File: src/rtl/capture_unit_pkg.sv
package capture_unit_pkg;
  localparam int unsigned DEF_CNT_W       = 16;
  localparam int unsigned DEF_FILT_LEN    = 4;
  localparam int unsigned DEF_SYNC_STAGES = 2;

  typedef enum logic {
    EDGE_FALL = 1'b0,
    EDGE_RISE = 1'b1
  } edge_pol_e;
endpackage

File: src/rtl/capture_sync.sv
module capture_sync #(
  parameter int unsigned STAGES = 2
) (
  input  logic clk,
  input  logic rst_n,
  input  logic d_i,
  output logic q_o
);
  logic [STAGES-1:0] stg_q;
  logic [STAGES-1:0] stg_d;

  generate
    if (STAGES == 1) begin : g_one
      always_comb stg_d = d_i;
    end else begin : g_many
      always_comb stg_d = {stg_q[STAGES-2:0], d_i};
    end
  endgenerate

  always_ff @(posedge clk or negedge rst_n) begin
    if (!rst_n) stg_q <= '0;
    else        stg_q <= stg_d;
  end

  assign q_o = stg_q[STAGES-1];
endmodule

File: src/rtl/capture_filter.sv
module capture_filter #(
  parameter int unsigned FILT_LEN = 4
) (
  input  logic clk,
  input  logic rst_n,
  input  logic din_i,
  output logic lvl_o
);
  localparam int unsigned HW = FILT_LEN - 1;

  logic [HW-1:0] hist_q, hist_d;
  logic          lvl_q, lvl_d;
  logic          all_hi, all_lo;

  generate
    if (HW == 1) begin : g_short
      always_comb hist_d = din_i;
    end else begin : g_long
      always_comb hist_d = {hist_q[HW-2:0], din_i};
    end
  endgenerate

  always_comb begin
    all_hi = din_i & (&hist_q);
    all_lo = ~din_i & ~(|hist_q);
    lvl_d  = lvl_q;
    if (all_hi)      lvl_d = 1'b1;
    else if (all_lo) lvl_d = 1'b0;
  end

  always_ff @(posedge clk or negedge rst_n) begin
    if (!rst_n) begin
      hist_q <= '0;
      lvl_q  <= 1'b0;
    end else begin
      hist_q <= hist_d;
      lvl_q  <= lvl_d;
    end
  end

  assign lvl_o = lvl_q;

  AST_FILT_NEW_LEVEL_SAMPLED: assert property (@(posedge clk) disable iff (!rst_n)
    !$stable(lvl_q) |-> ($past(din_i) == lvl_q));
endmodule

File: src/rtl/capture_edge.sv
module capture_edge
  import capture_unit_pkg::*;
(
  input  logic      clk,
  input  logic      rst_n,
  input  logic      lvl_i,
  input  edge_pol_e pol_i,
  output logic      hit_o
);
  logic prev_q;
  logic hit_d;

  always_comb begin
    if (pol_i == EDGE_RISE) hit_d = lvl_i & ~prev_q;
    else                    hit_d = ~lvl_i & prev_q;
  end

  always_ff @(posedge clk or negedge rst_n) begin
    if (!rst_n) prev_q <= 1'b0;
    else        prev_q <= lvl_i;
  end

  assign hit_o = hit_d;

  AST_EDGE_POLARITY: assert property (@(posedge clk) disable iff (!rst_n)
    hit_o |-> (lvl_i == pol_i));
  AST_EDGE_NEEDS_CHANGE: assert property (@(posedge clk) disable iff (!rst_n)
    hit_o |-> (lvl_i != prev_q));
endmodule

File: src/rtl/capture_unit.sv
module capture_unit
  import capture_unit_pkg::*;
#(
  parameter int unsigned CNT_W       = DEF_CNT_W,
  parameter int unsigned FILT_LEN    = DEF_FILT_LEN,
  parameter int unsigned SYNC_STAGES = DEF_SYNC_STAGES
) (
  input  logic             clk,
  input  logic             rst_n,
  input  logic             cap_pin_i,
  input  logic             filt_en_i,
  input  logic             edge_rise_i,
  input  logic             irq_en_i,
  input  logic             flag_clr_i,
  input  logic [CNT_W-1:0] count_i,
  output logic [CNT_W-1:0] cap_val_o,
  output logic             cap_flag_o,
  output logic             cap_irq_o
);
  logic             pin_sync;
  logic             pin_filt;
  logic             lvl_sel;
  logic             cap_hit;
  logic [CNT_W-1:0] cap_q, cap_d;
  logic             flag_q, flag_d;
  edge_pol_e        pol;

  capture_sync #(.STAGES(SYNC_STAGES)) u_sync (
    .clk   (clk),
    .rst_n (rst_n),
    .d_i   (cap_pin_i),
    .q_o   (pin_sync)
  );

  capture_filter #(.FILT_LEN(FILT_LEN)) u_filt (
    .clk   (clk),
    .rst_n (rst_n),
    .din_i (pin_sync),
    .lvl_o (pin_filt)
  );

  assign lvl_sel = filt_en_i ? pin_filt : pin_sync;
  assign pol     = edge_rise_i ? EDGE_RISE : EDGE_FALL;

  capture_edge u_edge (
    .clk   (clk),
    .rst_n (rst_n),
    .lvl_i (lvl_sel),
    .pol_i (pol),
    .hit_o (cap_hit)
  );

  always_comb begin
    cap_d  = cap_q;
    flag_d = flag_q;
    if (flag_clr_i) flag_d = 1'b0;
    if (cap_hit) begin
      cap_d  = count_i;
      flag_d = 1'b1;
    end
  end

  always_ff @(posedge clk or negedge rst_n) begin
    if (!rst_n) begin
      cap_q  <= '0;
      flag_q <= 1'b0;
    end else begin
      cap_q  <= cap_d;
      flag_q <= flag_d;
    end
  end

  assign cap_val_o  = cap_q;
  assign cap_flag_o = flag_q;
  assign cap_irq_o  = flag_q & irq_en_i;

  AST_CAPTURE_SETS_FLAG: assert property (@(posedge clk) disable iff (!rst_n)
    cap_hit |=> cap_flag_o);
  AST_CLEAR_DROPS_FLAG: assert property (@(posedge clk) disable iff (!rst_n)
    (flag_clr_i && !cap_hit) |=> !cap_flag_o);
  AST_VALUE_HELD: assert property (@(posedge clk) disable iff (!rst_n)
    !cap_hit |=> $stable(cap_val_o));
  AST_VALUE_TAKEN: assert property (@(posedge clk) disable iff (!rst_n)
    cap_hit |=> (cap_val_o == $past(count_i)));
  AST_IRQ_NEEDS_ENABLE: assert property (@(posedge clk) disable iff (!rst_n)
    cap_irq_o |-> irq_en_i);
endmodule

File: config.mk
export PLATFORM = sky130hd
export DESIGN_NAME = capture_unit
export DESIGN_NICKNAME = d
export VERILOG_FILES = /design/src/rtl/capture_unit_pkg.sv /design/src/rtl/capture_sync.sv /design/src/rtl/capture_filter.sv /design/src/rtl/capture_edge.sv /design/src/rtl/capture_unit.sv
export SDC_FILE = /design/constraint.sdc
export NUM_CORES = 1
export LEC_CHECK = 0
export ABC_AREA = 1
export CORE_UTILIZATION = 40
export CTS_BUF_LIST = sky130_fd_sc_hd__clkbuf_8 sky130_fd_sc_hd__clkbuf_16
export DETAILED_ROUTE_END_ITERATION = 7
export GPL_ROUTABILITY_DRIVEN = 0
export HOLD_SLACK_MARGIN = 0.12
export MAX_ROUTING_LAYER = met4
export PLACE_DENSITY = 0.77
export SLEW_MARGIN = 15
export SYNTH_ARGS = -nofsm -noshare
export SYNTH_HDL_FRONTEND = slang
export SYNTH_HIERARCHICAL = 1
export SYNTH_SLANG_ARGS = --single-unit
File: constraint.sdc
create_clock -name clk -period 1.7 [get_ports clk]
set_input_delay 0.34 -clock clk [delete_from_list [all_inputs] [get_ports clk]]
set_output_delay 0.34 -clock clk [all_outputs]
set_load 0.005 [all_outputs]
==> impl_metrics.toml, run 1 <==
[pwr]
total_power_uw = 1665
power_density_nw_per_um2 = 1189
seqPwrFrac = 0.469
vdd_ir_drop_max_mv = 0.7117
p_int_uw = 1228
clkPwrFrac = 0.228
power_switching_uw = 437.4
p_sw_frac = 0.2627
p_leak_uw = 0.0007061
combinationalPowerShare = 0.303

[timing]
skew_ns = 0.003255
period_needed_ns = 1.486
slew_headroom = 0.8066
post-route-period-util = 0.8742
grt_setup_unrepaired = "no"
tightestPinTransition_ns = 0.2901
hold_violations = 0
finalWorstSetupSlack_ns = 0.2139
tns_ns = 0
slew_viol_final = 0
setup_viol = 0
fmax_mhz = 672.9

[floorplanning]
rows = 17
die_area_sq_um = 2505
ioPinCount = 41
core_sq_um = 2191
start_util = 0.4215
die_x_microns = 50.05
die_h_microns = 50.05

[cells_and_area]
finalNetCount = 164
area_growth_pct = 51.63
multi_input_area_sq_um = 249.0
diodes = 0
drive_above_1_share = 0.07143
layout.area.seq_sq_um = 600.6
layout_common_cells = "55 x nand2_1, 39 x clkdlybuf4s50_1, 24 x dfrtp_1"
fillerInstances = 188
design_area_sq_um = 1400
final_common_cell = "nand2_1"

[drt]
routed_wl_microns = 1834
drc_errors = 0
wl_per_cell_microns = 10.92
drtPass1Iterations = 4
vias = 750
drt_iter0_drc = 12
ant_nets = 0
routed_via_density = 4.464

[setup_path]
cp-start-kind = "register"
cp_top_family = "buffers and inverters"
path_buf_inv = 1
slowest_stage = "clkdlybuf4s50_1"
required_ns = 1.36
slowest_delay_ns = 0.51
endpoint_kind = "output port"
crit_type = "register to output port"
crit_fanout = 3
cp_cell_sequence = "clkdlybuf4s50_1"
arrival_ns = 1.15

[global_routing]
use_met3 = 0.03704
gr-total-overflow = 0
grt_antenna_before_repair = 0
grt_most_used_layer = "met2"
grt_max_degree = 25
grt_first_pass_wirelength_microns = 3249
first_global_vias = 772
grt_usage = 0.1822
met2_usage = 0.2844
grt_use_met1 = 0.2187

[run]
maxCapViolations = 0

[logic_synthesis]
synthesis.area_sq_um = 923.4
ys_ff_latch = 24
syn_inst = 97
syn-num-nets = 120
ys_seq_area_frac = 0.6504
ys_warn_count = 6
synth_area_per_cell_sq_um = 9.519
synthDistinctLibCells = 11

[cts]
cts_buffer_depth = 2
root_buffer = "clkbuf_8"
cts_buffers = 3
clk-insertion-delay-late_ns = 0.26
tritoncts = "done"
clock-sinks = 24
htreeDepth = 1
cts_setup_buffers = 0
cts.clk_slew.worst_paths_ns = 0.08

[place]
dp_hpwl_microns = 1332
place_area_sq_um = 1346
pre_cts_slack_ns = -0.01925
port_buffers = 40

[hold_path]
hold_class = "register to register"

[outcome]
status = "completed"
==> cells by family (layout without fill, tap and decap cells) <==
logic type / after synthesis / in the layout / share of synthesized area
buf+inv: 10 / 53 / 0.07993
flops: 24 / 24 / 0.6504
simple gates: 63 / 63 / 0.2697
==> cell type report <==
class	count	area share
Clock buffer	4	0.03932
Timing Repair Buffer	42	0.3047
Inverter	7	0.02413
Tap cell	28	0.02502
Multi-Input combinational cell	63	0.1778
Sequential cell	24	0.4290
==> flip-flops by register name, indices dropped and copies added, names as in the netlist <==
name / cells
u_filt/lvl_o: 1
u_sync/stg_q: 2
cap_flag_o: 1
u_edge/prev_q: 1
u_filt/hist_q: 3
cap_val_o: 16
==> final timing paths <==
check | from | endpoint | slack, ns | cells past startpoint
max | cap_flag_o | cap_flag_o | 0.21 | 1
min | u_sync/stg_q[0] | u_sync/stg_q[1] | 0.36 | 0
max reg2reg | u_sync/stg_q[1] | cap_val_o[3] | 0.43 | 9
min reg2reg | u_sync/stg_q[0] | u_sync/stg_q[1] | 0.36 | 0
max in group asynchronous | rst_n | cap_val_o[13] | 1.05 | 2
min in group asynchronous | rst_n | cap_val_o[5] | 0.42 | 2
==> Yosys cell counts <==
| library cell | count | area share |
|---|---|---|
| nand2_1 | 55 | 0.22 |
| dfrtp_1 | 24 | 0.65 |
| inv_1 | 6 | 0.024 |
| nand2_2 | 3 | 0.020 |
| nand3_1 | 2 | 0.011 |
| nor2_1 | 2 | 0.0081 |
| buf_6 | 1 | 0.012 |
| buf_8 | 1 | 0.016 |
| clkbuf_8 | 1 | 0.015 |
| inv_8 | 1 | 0.012 |
| nand4_1 | 1 | 0.0068 |
==> layer usage <==
metal  share of wire  up-vias
met2            0.49       24
met5               0        -
li1                -      373
met3           0.042        5
met1            0.44      348
met4           0.022        0
==> through the flow <==
stage	hold WS [ns]	std cells	util
final	0.3562	168	0.6391
after global routing	0.3630	168	0.6391
after CTS	0.3646	168	0.6391
after detailed placement	0.3458	164	0.6145
after global placement	0.3320	164	0.6145
after floorplan	0.04441	97	-
==> timing repair <==
action | CTS | global route
endpoints found under the setup margin | 1 | 0
gates resized for setup | 1 | 0
hold buffers | 0 | 0
==> power groups by stage <==
stage                     sequential (uW)  combinational (uW)  clock (uW)
after floorplan                       796                 168           0
after global placement                785                 500           0
after detailed placement              792                 514           0
after CTS                             784                 515         393
after global routing                  799                 559         422
final                                 781                 504         379
Power figures use the tool's default switching activity.
==> inputs of run 2 (changes only) <==
Settings changed: SLEW_MARGIN 15 to 10.
==> results of run 2 <==
Same layout as run 1: the final DEF is identical, and so are final timing and power.
==> inputs of run 3 (changes only) <==
Settings changed: GPL_TIMING_DRIVEN set to 0.
==> run 3 against run 2 <==
Net effect: via count shrank 0.67%; routed wire length grew 2.2%; utilization shrank 0.057 points; register-to-register slack lost 0.05 ns; first-iteration DRC count shrank 58%; sequential share of layout area is essentially flat; combinational power grew 2%; maximum frequency grew 0.30%; worst setup slack gained 0.0044 ns.
==> impl_metrics.toml, run 3 (synthesis results as in run 1) <==
[timing]
tns_ns = 0
post-route-period-util = 0.8716
slew_viol_final = 0
slew_headroom = 0.3228
skew_ns = 0.004565
hold_ws_ns = 0.3629
period_needed_ns = 1.482
setup_viol = 0
fmax_mhz = 674.9
tightestPinTransition_ns = 1.013
grt_setup_unrepaired = "no"
hold_violations = 0

[setup_path]
required_ns = 1.36
path_buf_inv = 1
slowest_delay_ns = 0.51
cp-start-kind = "register"
crit_fanout = 2
crit_type = "register to output port"
slowest_stage = "clkdlybuf4s50_1"
arrival_ns = 1.14
cp_cell_sequence = "clkdlybuf4s50_1"
endpoint_kind = "output port"
cp_top_family = "buffers and inverters"

[pwr]
seqPwrFrac = 0.482
power_switching_uw = 431.1
combinationalPowerShare = 0.319
vdd_ir_drop_max_mv = 0.6281
power_density_nw_per_um2 = 1157
p_int_uw = 1187
p_leak_uw = 0.0007061
clkPwrFrac = 0.199
p_sw_frac = 0.2664

[cts]
cts.repair.resized = 1
cts_buffer_depth = 2
tritoncts = "done"
clk-insertion-delay-late_ns = 0.26
cts.clk_slew.worst_paths_ns = 0.08
clock-sinks = 24
cts_setup_buffers = 0
root_buffer = "clkbuf_8"
holdBufCountCts = 0
cts_buffers = 3
htreeDepth = 1

[drt]
routed_via_density = 4.435
ant_nets = 0
drt_iter0_drc = 5
drtPass1Iterations = 2
vias = 745
routed_wl_microns = 1874
drc_errors = 0
wl_per_cell_microns = 11.15

[place]
dp_hpwl_microns = 1395
port_buffers = 40

[global_routing]
grt_usage = 0.1772
grt_first_pass_wirelength_microns = 3160
gr-total-overflow = 0
grt_max_degree = 25
first_global_vias = 766
grt_antenna_before_repair = 0

[cells_and_area]
largest_reg_flops = 16
final_common_cell = "nand2_1"
layout_common_cells = "55 x nand2_1, 39 x clkdlybuf4s50_1, 24 x dfrtp_1"
fillerInstances = 180
drive_above_1_share = 0.07143
diodes = 0
finalNetCount = 165
area_growth_pct = 51.49

[hold_path]
hold_class = "register to register"

[run]
maxCapViolations = 0

[floorplanning]
die_h_microns = 50.05
die_x_microns = 50.05
die_area_sq_um = 2505
rows = 17
core_sq_um = 2191
ioPinCount = 41
start_util = 0.4215

[outcome]
status = "completed"
run 3: worst register-to-register path, delay by kind of cell (launching register included):
family                 cells  cell delay, ns
buffers and inverters      4            0.39
flip-flops                 1            0.41
AND/OR/NAND/NOR            6            0.40
run 3: power groups by stage:
stage,logic [uW],registers [uW],clock network (uW)
detailed placement,528,788,0
global route,568,800,356
finish,516,780,322
global placement,510,784,0
floorplan,168,796,0
CTS,527,780,333
run 3: final timing paths:
kind	from	endpoint	slack (ns)	cells after the start
worst min register to register	u_sync/stg_q[0]	u_sync/stg_q[1]	0.36	0
worst min-delay path	u_sync/stg_q[0]	u_sync/stg_q[1]	0.36	0
min in group asynchronous	rst_n	cap_val_o[10]	0.63	1
worst max register to register	u_sync/stg_q[1]	cap_val_o[6]	0.38	10
max in group asynchronous	rst_n	u_sync/stg_q[1]	0.46	1
worst max-delay path	cap_val_o[5]	cap_val_o[5]	0.22	1
run 3: per-layer routing:
layer	GRT usage	routed length, microns
met5	-	0
met4	0.08571	25
met3	0.03704	65
met2	0.3111	996
met1	0.1860	786
run 3: layout make-up:
cell class                 count  area (sq um)  area share
clock buffer                   3         41.29     0.02952
tap                           28         35.03     0.02504
buffer                         3         40.04     0.02862
timing repair buffer          40         399.1      0.2853
sequential                    24         600.6      0.4293
inverter                       7         33.78     0.02415
multi-input combinational     63         249.0      0.1780
run 3: per-stage QoR:
step                      setup WS (ns)  total power (uW)  instance area, sq um  std cells    util
after CTS                        0.2089              1640                  1399        168  0.6385
after floorplan                  0.5184             963.7                 923.4         97       -
after global routing            0.09755              1724                  1399        168  0.6385
after global placement         -0.02267              1293                  1359        165  0.6202
after detailed placement       -0.06567              1316                  1359        165  0.6202
final                            0.2183              1618                  1399        168  0.6385
